[src/rtl/ppm_pkg.sv]
package ppm_pkg;
    localparam int COUNT_W = 8;
    localparam logic [COUNT_W-1:0] MIDPOINT  = 1 << (COUNT_W - 1);
    localparam logic [COUNT_W-1:0] ALL_ONES  = '1;
    localparam logic [COUNT_W-1:0] CNT_ONE   = 1;

    typedef logic [COUNT_W-1:0] count_t;

    typedef struct packed {
        count_t err;
        logic   valid;
        logic   glitch;
    } result_t;
endpackage

[src/rtl/ppm_pps_sync.sv]
module ppm_pps_sync #(
    parameter int STAGES = 2
) (
    input  logic clk,
    input  logic rst_n,
    input  logic pps_async,
    output logic capture_o
);
    typedef struct packed {
        logic [STAGES-1:0] sync;
        logic              prev;
    } sync_state_t;

    sync_state_t st_d, st_q;

    always_comb begin
        st_d      = st_q;
        st_d.sync = {st_q.sync[STAGES-2:0], pps_async};
        st_d.prev = st_q.sync[STAGES-1];
    end

    always_ff @(posedge clk or negedge rst_n) begin
        if (!rst_n) st_q <= '0;
        else        st_q <= st_d;
    end

    assign capture_o = st_q.sync[STAGES-1] & ~st_q.prev;

    p_one_capture_r3: assert property (@(posedge clk) disable iff (!rst_n)
        capture_o |=> !capture_o);
endmodule

[src/rtl/ppm_wrap_counter.sv]
module ppm_wrap_counter
    import ppm_pkg::*;
(
    input  logic   clk,
    input  logic   rst_n,
    output count_t count_o
);
    count_t count_d, count_q;

    always_comb begin
        count_d = count_q + CNT_ONE;
    end

    always_ff @(posedge clk or negedge rst_n) begin
        if (!rst_n) count_q <= '0;
        else        count_q <= count_d;
    end

    assign count_o = count_q;

    p_wrap_r1: assert property (@(posedge clk) disable iff (!rst_n)
        (count_q == ALL_ONES) |=> (count_q == '0));
    p_step_r1: assert property (@(posedge clk) disable iff (!rst_n)
        (count_q != ALL_ONES) |=> (count_q > $past(count_q)));
endmodule

[src/rtl/ppm_expect_track.sv]
module ppm_expect_track
    import ppm_pkg::*;
(
    input  logic   clk,
    input  logic   rst_n,
    input  logic   capture_i,
    input  count_t step_i,
    output count_t expect_o
);
    count_t expect_d, expect_q;

    always_comb begin
        expect_d = expect_q;
        if (capture_i) expect_d = expect_q + step_i;
    end

    always_ff @(posedge clk or negedge rst_n) begin
        if (!rst_n) expect_q <= MIDPOINT;
        else        expect_q <= expect_d;
    end

    assign expect_o = expect_q;

    p_hold_between_r7: assert property (@(posedge clk) disable iff (!rst_n)
        !capture_i |=> $stable(expect_q));
    p_zero_step_r8: assert property (@(posedge clk) disable iff (!rst_n)
        (capture_i && step_i == '0) |=> $stable(expect_q));
endmodule

[src/rtl/ppm_phase_meter.sv]
module ppm_phase_meter
    import ppm_pkg::*;
#(
    parameter int SYNC_STAGES = 2
) (
    input  logic       clk,
    input  logic       rst_n,
    input  logic       pps_async,
    input  logic [7:0] step_in,
    output logic [7:0] err_o,
    output logic       err_valid_o,
    output logic       glitch_o
);
    logic   capture;
    count_t count;
    count_t expected;

    ppm_pps_sync #(.STAGES(SYNC_STAGES)) u_sync (
        .clk       (clk),
        .rst_n     (rst_n),
        .pps_async (pps_async),
        .capture_o (capture)
    );

    ppm_wrap_counter u_cnt (
        .clk     (clk),
        .rst_n   (rst_n),
        .count_o (count)
    );

    ppm_expect_track u_exp (
        .clk       (clk),
        .rst_n     (rst_n),
        .capture_i (capture),
        .step_i    (step_in),
        .expect_o  (expected)
    );

    result_t res_d, res_q;

    always_comb begin
        res_d        = res_q;
        res_d.valid  = 1'b0;
        res_d.glitch = 1'b0;
        if (capture) begin
            res_d.valid = 1'b1;
            if (count == ALL_ONES) begin
                res_d.err    = '0;
                res_d.glitch = 1'b1;
            end else begin
                res_d.err    = count - expected;
            end
        end
    end

    always_ff @(posedge clk or negedge rst_n) begin
        if (!rst_n) res_q <= '0;
        else        res_q <= res_d;
    end

    assign err_o       = res_q.err;
    assign err_valid_o = res_q.valid;
    assign glitch_o    = res_q.glitch;

    p_valid_pulse_r4: assert property (@(posedge clk) disable iff (!rst_n)
        err_valid_o |=> !err_valid_o);
    p_err_hold_r4: assert property (@(posedge clk) disable iff (!rst_n)
        !err_valid_o |-> $stable(err_o));
    p_glitch_zero_r9: assert property (@(posedge clk) disable iff (!rst_n)
        glitch_o |-> (err_valid_o && err_o == '0));
    p_reset_quiet_r10: assert property (@(posedge clk)
        !rst_n |-> (!err_valid_o && !glitch_o && err_o == '0));
endmodule

[config.mk]
export PLATFORM = sky130hd
export DESIGN_NAME = ppm_phase_meter
export DESIGN_NICKNAME = d
export VERILOG_FILES = /design/src/rtl/ppm_pkg.sv /design/src/rtl/ppm_pps_sync.sv /design/src/rtl/ppm_wrap_counter.sv /design/src/rtl/ppm_expect_track.sv /design/src/rtl/ppm_phase_meter.sv
export SDC_FILE = /design/constraint.sdc
export NUM_CORES = 1
export LEC_CHECK = 0
export ABC_AREA = 1
export BUFFER_PORTS_ARGS = -buffer_cell sky130_fd_sc_hd__buf_2
export CORE_MARGIN = 2
export CORE_UTILIZATION = 52
export CTS_CLUSTER_DIAMETER = 200
export DETAILED_ROUTE_END_ITERATION = 8
export PLACE_DENSITY = 0.83
export SLEW_MARGIN = 20
export SYNTH_ARGS = -nofsm -noshare
export SYNTH_HDL_FRONTEND = slang
export SYNTH_SLANG_ARGS = --single-unit
[constraint.sdc]
create_clock -name clk -period 1.6 [get_ports clk]
set_clock_uncertainty 0.15 [all_clocks]
set_input_delay 0.32 -clock clk [delete_from_list [all_inputs] [get_ports clk]]
set_output_delay 0.32 -clock clk [all_outputs]
set_load 0.005 [all_outputs]
# Word-level counts from Yosys, hierarchy flattened
# Index checks and enable logic that the tools add are counted.
[totals]
ff_bits = 29
latchBits = 0
ram_bits = 0
rom_bits = 0
in_bits = 11
output_inout_bits = 10
wordCells = 16
mem_count = 0
[op_classes]
n_addsub = 3
n_mul = 0
div_mod_pow = 0
order_cmp = 0
n_eq_ne = 1
n_shift = 0
n_mux = 3
n_bitwise = 2
n_reduce_logical = 0
[op_table]
columns = ["operator", "n"]
rows = [
  ["adder 8 x 1 -> 8 bit, second input constant", 1],
  ["adder 8 bit", 1],
  ["equality test 8 bit, second input constant", 1],
  ["2-to-1 mux 8 bit", 1],
  ["subtractor 8 bit", 1],
  ["2-to-1 mux 2 bit", 1],
  ["bitwise AND 1 bit", 1],
  ["2-to-1 mux 1 bit", 1],
  ["NOT 1 bit", 1],
]

# Depth between registers and ports, before layout
# Gate-level depths: netlist of the first run.
[depth]
depth_word = 3
mapped_depth = 10
ltp_nobuf = 10

# By module
# From an unflattened synthesis of the first run, not the netlist that was laid out.
[unflattened]
cells_unflattened = 232
hier_area_um2 = 1784.2
[by_module_without_submodules]
columns = ["mod", "instances", "cells_each", "area_each_um2"]
rows = [
  ["ppm_phase_meter", 1, 102, 729.4],
  ["ppm_expect_track", 1, 89, 634.4],
  ["ppm_wrap_counter", 1, 36, 335.3],
  ["ppm_pps_sync", 1, 5, 85.1],
]

# Worst setup path after synthesis of the first run
# OpenSTA, ideal clock, no wires.
[synth_path]
path_type = "flip-flop to flip-flop"
from = "reg u_cnt.count_q[0], in the netlist u_cnt.count_o[0]"
to = "reg res_q, in the netlist err_o[4]"
setup_time_ps = 65
arrival_ps = 1444
slack_ps = -59
path_stages_with_launch = 9
synth_period_minus_slack_ps = 1659
path_cell_list = "dfrtp_1 -> inv_1 -> ha_1 -> inv_1 -> fa_1 -> a21oi_1 -> xnor2_1 -> nand2_1 -> nand2_1"
[synth_between]
elab_chain_len = 2
elab_cells_between_ends = 3
[synth_rtl]
columns = ["item", "line", "source"]
rows = [
  ["start: declaration", "ppm_wrap_counter.sv:8", "count_t count_d, count_q;"],
  ["start signal: assignment", "ppm_wrap_counter.sv:16", "else count_q <= count_d;"],
  ["subtractor 8 bit or equality test 8 bit (tied branches)", "ppm_phase_meter.sv:51, ppm_phase_meter.sv:47", ""],
  ["2-to-1 mux 8 bit *", "ppm_phase_meter.sv:47", "if (count == ALL_ONES) begin"],
  ["end signal: assignment", "ppm_phase_meter.sv:58", "else res_q <= res_d;"],
  ["end: declaration", "ppm_phase_meter.sv:39", "result_t res_d, res_q;"],
]
# Every way passes the cells marked *; elsewhere a longest branch is shown, timed or not.
# A chain may end at the register's enable or synchronous reset.

# Worst setup path after layout of the first run
[layout_path]
from = "reg u_exp.expect_q[3], in the netlist u_exp.expect_o[3]"
to = "reg res_q, in the netlist err_o[7]"
[layout_between]
elab_chain_len = 2
[layout_rtl]
columns = ["item", "line", "source"]
rows = [
  ["start: declaration", "ppm_expect_track.sv:10", "count_t expect_d, expect_q;"],
  ["start signal: assignment", "ppm_expect_track.sv:19", "else expect_q <= expect_d;"],
  ["subtractor 8 bit", "ppm_phase_meter.sv:51", "res_d.err = count - expected;"],
  ["2-to-1 mux 8 bit", "ppm_phase_meter.sv:47", ""],
]
# No other way between the ends.

==> run_results.csv, run 1 <==
group,metric,value,unit
outcome,outcome,"complete, but fails checks",
outcome,violations,"setup timing",
synth,yosys_warnings,0,
power,powerDensity,1440,mW/mm²
cells_and_area,drive_above_1_share,0.300,
setup_path,path_buf_inv,1,
timing,slew_headroom,0.571,
setup_path,endpoint_kind,"flip-flop",
timing,rsz0062_at_grt,"true",
synth,synth.avg_cell_area,8.08,µm²
floorplan,fp.dieW,62.3,µm
timing,drv_slew,0,
global_route,grt_pass1_wl,6.41,mm
cts,clockRootBuffer,"clkbuf_4",
setup_path,setup.worst_path.start_class,"flip-flop",
setup_path,crit_path_max_fanout,4,
setup_path,critPathSlowestCell,"dfrtp_1",
floorplan,rows,21,
global_route,busiest_layer,"met2",
route,vias,1548,
hold_path,min_path_type,"primary input to flip-flop",
setup_path,crit_arrival,1770,ps
placed_design,io_buffers,20,
cts,clk_path_buf_depth,2,
global_route,met2_usage,0.357,
timing,setup_viol,6,
cts,clk_latency,330,ps
setup_path,crit_required,1690,ps
cells_and_area,stdcell_area,0.00225,mm²
power,pwr-share-comb,0.528,
synth,syn_nets,248,
floorplan,start_util,0.534,
setup_path,cp_slowest_stage_delay,410,ps
synth,synth.distinct_cells,23,
cells_and_area,area.growth.synth_to_final,27.0,%
floorplan,design.die.area,0.00389,mm²
cts,cts_made_buffers,5,
synth,seq_area_frac_synth,0.411,
hold_path,holdPathEnd,"u_exp.expect_o[0]",
cells_and_area,final_common_cell,"nand2_1",
synth,netlist_area,0.00177,mm²
timing,hold_viol_final,0,
cells_and_area,fin_nets,286,
setup_path,cp_common_cell,"nand2_1",
hold_path,worstHoldPathCells,4,
placed_design,numPlacedInstances,293,
global_route,grt_max_degree,30,
cells_and_area,diodes,0,
cts,cts-htree-levels,2,
route,drc,0,
route,vias_per_cell,5.11,
cts,tritoncts,"done",
floorplan,pin_count,21,
route,wl_per_cell,13.5,µm
setup_path,cp_top_family,"simple AND/OR/NAND/NOR gates",
floorplan,core,0.00331,mm²
route,routed_wl,4.10,mm
placed_design,dp_hpwl,2.67,mm
global_route,grtUsageMet3,0.0652,
timing,period_needed,1680,ps
global_route,grtUsageMet1,0.257,
route,firstDrtPassIters,4,
setup_path,worstSetupPathType,"flip-flop to flip-flop",
power,p_sw,1340,µW
hold_path,hp-start,"step_in[0]",
global_route,grt_pass1_vias,1462,
cells_and_area,multiInputGateArea,0.00104,mm²
floorplan,die_height,62.3,µm
timing,min_period_over_period,1.05,
route,drtAntennaViolNets,0,
placed_design,place_ws,-68.7,ps
power,swShare,0.414,
cells_and_area,instances_no_fill,303,
synth,syn-instance-count,219,
synth,ys_seq_elements,29,
setup_path,crit_chain,"inv_1 > ha_4 > nand2_1 > nor2_2 > nand2_2 > nand2_1 > nand2_1 > nand3_2 > nand2_1",
power,power.leakage,0.00118,µW
cts,cts.clk_slew.worst_paths,90,ps
power,sequentialPowerShare,0.333,
cells_and_area,layout_common_cells,"nand2_1 (65), inv_1 (29), dfrtp_1 (26), buf_2 (20)",
global_route,grt_util_all_layers,0.214,
timing,clock.fmax,594,MHz
power,ir_drop,0.000546,V
setup_path,timing.rr.end,"err_o[7]",
power,power.clock.fraction,0.139,
timing,worst_pin_slew,644,ps
setup_path,reg2reg_slack,-80,ps
timing,fin_ws,-84.6,ps
power,p_int,1890,µW
setup_path,reg2reg_depth,9,
setup_path,timing.rr.start,"u_exp.expect_o[3]",
placed_design,place_congestion,0.874,
global_route,antenna_found_initial,0,
route,initialDrtViolationCount,105,
cells_and_area,ff_latch_area,729,µm²
global_route,gr-total-overflow,0,
flow_run,cap_viol_max_count,0,
placed_design,dpl_cell_area,0.00199,mm²
cts,clock_sinks,29,
cells_and_area,fillerInstances,241,
-- registers in the layout, summed over array words and instances (netlist names) --
name / count
err_o: 8
err_valid_o: 1
glitch_o: 1
u_cnt.count_o: 8
u_exp.expect_o: 8
u_sync.st_d: 2
u_sync.st_q: 1
-- worst register-to-register path: cells and delay by family, from the launching register on --
family / cells / cell delay [ps]
adder cells (fa/ha/maj): 1 / 300
flip-flops: 1 / 410
buffers and inverters: 1 / 110
AND/OR/NAND/NOR: 7 / 620
-- cell usage after synthesis --
cell type	count	area share
a21oi_1	7	0.020
and2_1	1	0.0035
buf_2	1	0.0028
buf_6	1	0.0064
clkinv_8	1	0.0092
dfrtp_1	28	0.40
dfstp_2	1	0.015
fa_1	2	0.023
ha_1	16	0.11
inv_1	36	0.076
inv_4	1	0.0035
nand2_1	69	0.15
nand2_4	1	0.0064
nand3_1	17	0.048
nand3b_1	2	0.0085
nand4_1	3	0.011
nor2_1	9	0.019
nor3_1	1	0.0028
o21ai_0	7	0.020
o22ai_1	1	0.0035
or2_1	2	0.0071
xnor2_1	6	0.030
xor2_1	6	0.030
-- per-layer routing --
layer,vias up,wire [µm]
met1,727,1740
met3,13,188
met4,0,120
met5,-,0
li1,762,-
met2,46,2040
-- per-stage QoR --
step	util	setup TNS [ps]	total power, µW	hold slack, ps
after global placement	0.602	-51.1	2380	187
final	0.679	-269	3230	178
after floorplan	-	0	2060	-126
after global routing	0.679	-1060	3520	175
after detailed placement	0.602	-228	2430	186
after CTS	0.648	-214	2950	164
-- kinds of logic after synthesis --
family                   synth area share
AO/OA/AOI/OAI                      0.0431
XOR/XNOR                           0.0594
adder cells (fa/ha/maj)             0.136
buffers and inverters              0.0983
flip-flops                          0.411
AND/OR/NAND/NOR                     0.252
-- timing repair --
item,CTS,global route
resized for setup,20,21
buffers inserted,1,1
hold buffers,2,0
endpoints found under the setup margin,11,15
hold endpoints to repair,29,0
pin swaps,10,6
-- power groups by stage --
stage / clock, µW / sequential (µW) / combinational (µW)
2_1_floorplan: 0 / 1050 / 1010
3_3_place_gp: 0 / 1060 / 1320
3_5_place_dp: 0 / 1070 / 1360
4_1_cts: 459 / 1060 / 1430
5_1_grt: 486 / 1100 / 1930
6_report: 450 / 1080 / 1710
-- how the worst max path moves through the flow --
| stage | start | endpoint | slack, ps | cells past startpoint |
|---|---|---|---|---|
| after detailed placement | step_in[0] | u_exp.expect_o[4] | -70 | 8 |
| after global routing | u_cnt.count_o[0] | err_o[4] | -180 | 8 |
| after global placement | step_in[0] | u_exp.expect_o[4] | -30 | 8 |
| final | u_exp.expect_o[3] | err_o[7] | -80 | 9 |
| after CTS | u_cnt.count_o[0] | err_o[4] | -70 | 8 |
| after floorplan | u_cnt.count_o[0] | err_o[4] | 20 | 8 |
-- cell type report --
type / count / share of cell area
multi-input combinational: 150 / 0.465
sequential: 29 / 0.325
timing repair buffer: 33 / 0.0902
inverter: 38 / 0.0702
tap: 46 / 0.0256
clock buffer: 7 / 0.0245
Power figures use the tool's default switching activity.
==> run 2: changes to the inputs <==
==> constraint.sdc (replaced) <==
create_clock -name clk -period 1.6 [get_ports clk]
set_clock_uncertainty 0.15 [all_clocks]
set_input_delay 0.4 -clock clk [delete_from_list [all_inputs] [get_ports clk]]
set_output_delay 0.4 -clock clk [all_outputs]
set_load 0.005 [all_outputs]
==> run 2 against run 1 <==
  * The flow still finishes with violations (setup timing)
  * Combinational power increased by 15%
  * Hold slack got worse by 150 ps
  * Count of clock-buffer cells in the layout decreased by 1
  * Worst setup slack got worse by 12 ps
  * Via count increased by 4.3%
  * Cell count increased by 3.6%
  * Register-to-register slack about the same
  * Sequential power about the same
  * Die area unchanged
  * Critical path depth decreased by 1
  * Highest routed layer unchanged
==> run_results.csv, run 2 (synthesized netlist as in run 1, its figures left out) <==
group,metric,value,unit
cts,tritoncts,"done",
global_route,grt_pass1_vias,1526,
setup_path,path_buf_inv,2,
floorplan,die_height,62.3,µm
timing,setup_viol,5,
outcome,violations,"setup timing",
power,power.clock.fraction,0.173,
route,vias,1614,
hold_path,hp-start,"pps_async",
cells_and_area,fin_util,0.749,
timing,clock.fmax,589,MHz
cts,clk_path_buf_depth,2,
floorplan,start_util,0.534,
floorplan,pin_count,21,
cts,clockRootBuffer,"clkbuf_4",
floorplan,design.die.area,0.00389,mm²
cts,cts_made_buffers,5,
placed_design,place_ws,-160,ps
cts,clock_sinks,29,
placed_design,io_buffers,20,
timing,slew_headroom,0.774,
timing,period_needed,1700,ps
setup_path,reg2reg_depth,8,
setup_path,crit_start,"u_cnt.count_o[0]",
route,wl_met2,2.27,mm
timing,rsz0062_at_grt,"true",
route,met3_wirelength,173,µm
route,drc,0,
setup_path,crit_required,1700,ps
power,p_sw,1480,µW
timing,fin_ws,-96.4,ps
setup_path,cp_slowest_stage_delay,410,ps
cells_and_area,fin_nets,296,
cells_and_area,diodes,0,
route,drt-met1-wl,1.77,mm
cells_and_area,drive_above_1_share,0.388,
route,routed_wl,4.33,mm
power,finalPower,3720,µW
global_route,grt_util_all_layers,0.214,
setup_path,crit_arrival,1800,ps
floorplan,fp.dieW,62.3,µm
hold_path,worstHoldPathCells,1,
timing,whs,24.5,ps
route,vias_per_cell,5.14,
power,sequentialPowerShare,0.299,
setup_path,timing.rr.end,"err_o[4]",
placed_design,place_congestion,0.894,
setup_path,endpoint_kind,"flip-flop",
setup_path,timing.rr.start,"u_cnt.count_o[0]",
route,initialDrtViolationCount,91,
hold_path,min_path_type,"primary input to flip-flop",
cells_and_area,final_common_cell,"nand2_1",
global_route,antenna_found_initial,0,
placed_design,dp_hpwl,2.83,mm
setup_path,worstSetupPathType,"flip-flop to flip-flop",
cells_and_area,layout_common_cells,"nand2_1 (62), inv_1 (25), dfrtp_1 (25), buf_2 (20), buf_4 (20)",
route,drtAntennaViolNets,0,
power,swShare,0.399,
cts,clk_latency,330,ps
power,pwr-share-comb,0.528,
setup_path,reg2reg_slack,-100,ps
setup_path,crit_chain,"inv_2 > ha_4 > inv_2 > fa_2 > a21oi_2 > xnor2_1 > nand2_1 > nand2_1",
setup_path,setup.worst_path.start_class,"flip-flop",
setup_path,critPathSlowestCell,"dfrtp_1",
timing,hold_viol_final,0,
cts,cts.clk_slew.worst_paths,100,ps
route,wl_per_cell,13.8,µm
setup_path,crit_path_max_fanout,3,
global_route,gr-total-overflow,0,
global_route,grt_pass1_wl,6.54,mm
timing,drv_slew,0,
timing,worst_pin_slew,339,ps
cells_and_area,area.growth.synth_to_final,40.2,%
floorplan,rows,21,
flow_run,cap_viol_max_count,0,
timing,min_period_over_period,1.06,
power,ir_drop,0.000546,V
power,powerDensity,1500,mW/mm²
cts,cts-htree-levels,2,
hold_path,holdPathEnd,"u_sync.st_d[2]",
route,routed.top_layer,"met4",
route,firstDrtPassIters,5,
floorplan,core,0.00331,mm²
power,p_int,2240,µW
setup_path,cp_top_family,"adder cells",
power,power.leakage,0.00127,µW
outcome,outcome,"complete, but fails checks",
global_route,grt_max_degree,19,
## run 2: layout make-up
type | count | area, µm²
flip-flops and latches | 29 | 731
clock inverters | 2 | 37.5
inverters | 38 | 158
clock buffers | 6 | 51.3
fillers | 214 | 831
multi-input cells | 150 | 1140
well taps | 46 | 57.6
repair buffers | 43 | 300
## run 2: worst max path at each step
stage | cells past startpoint | slack, ps | endpoint
final | 8 | -100 | err_o[4]
after global routing | 8 | -180 | err_o[4]
after CTS | 8 | -80 | err_o[4]
after detailed placement | 10 | -160 | u_exp.expect_o[6]
after global placement | 8 | -110 | u_exp.expect_o[4]
after floorplan | 7 | 20 | u_exp.expect_o[4]
## run 2: power by group through the flow
stage	registers [µW]	clock network, µW	logic (µW)
after global placement	1070	0	1380
after floorplan	1050	0	1010
after detailed placement	1070	0	1440
after global routing	1140	699	2170
final	1110	645	1960
after CTS	1060	655	1520
## run 2: per-stage QoR
stage | setup TNS [ps] | cell area [µm²] | instances
after detailed placement | -589 | 2050 | 297
final | -212 | 2480 | 314
after CTS | -303 | 2200 | 309
after floorplan | 0 | 1780 | 219
after global placement | -347 | 2050 | 297
after global routing | -973 | 2480 | 314
## run 2: what timing repair did
item                                    4_1_cts  5_1_grt
hold endpoints to repair                     13        0
buffers inserted                              3        5
endpoints found under the setup margin        7       14
pin swaps                                     6       13
resized for setup                            14       45
hold buffers                                  1        0
## run 2: metal layers
layer,track usage,vias up
met2,0.386,52
met4,0.0917,0
li1,-,778
met3,0.0380,12
met5,0,-
met1,0.248,772
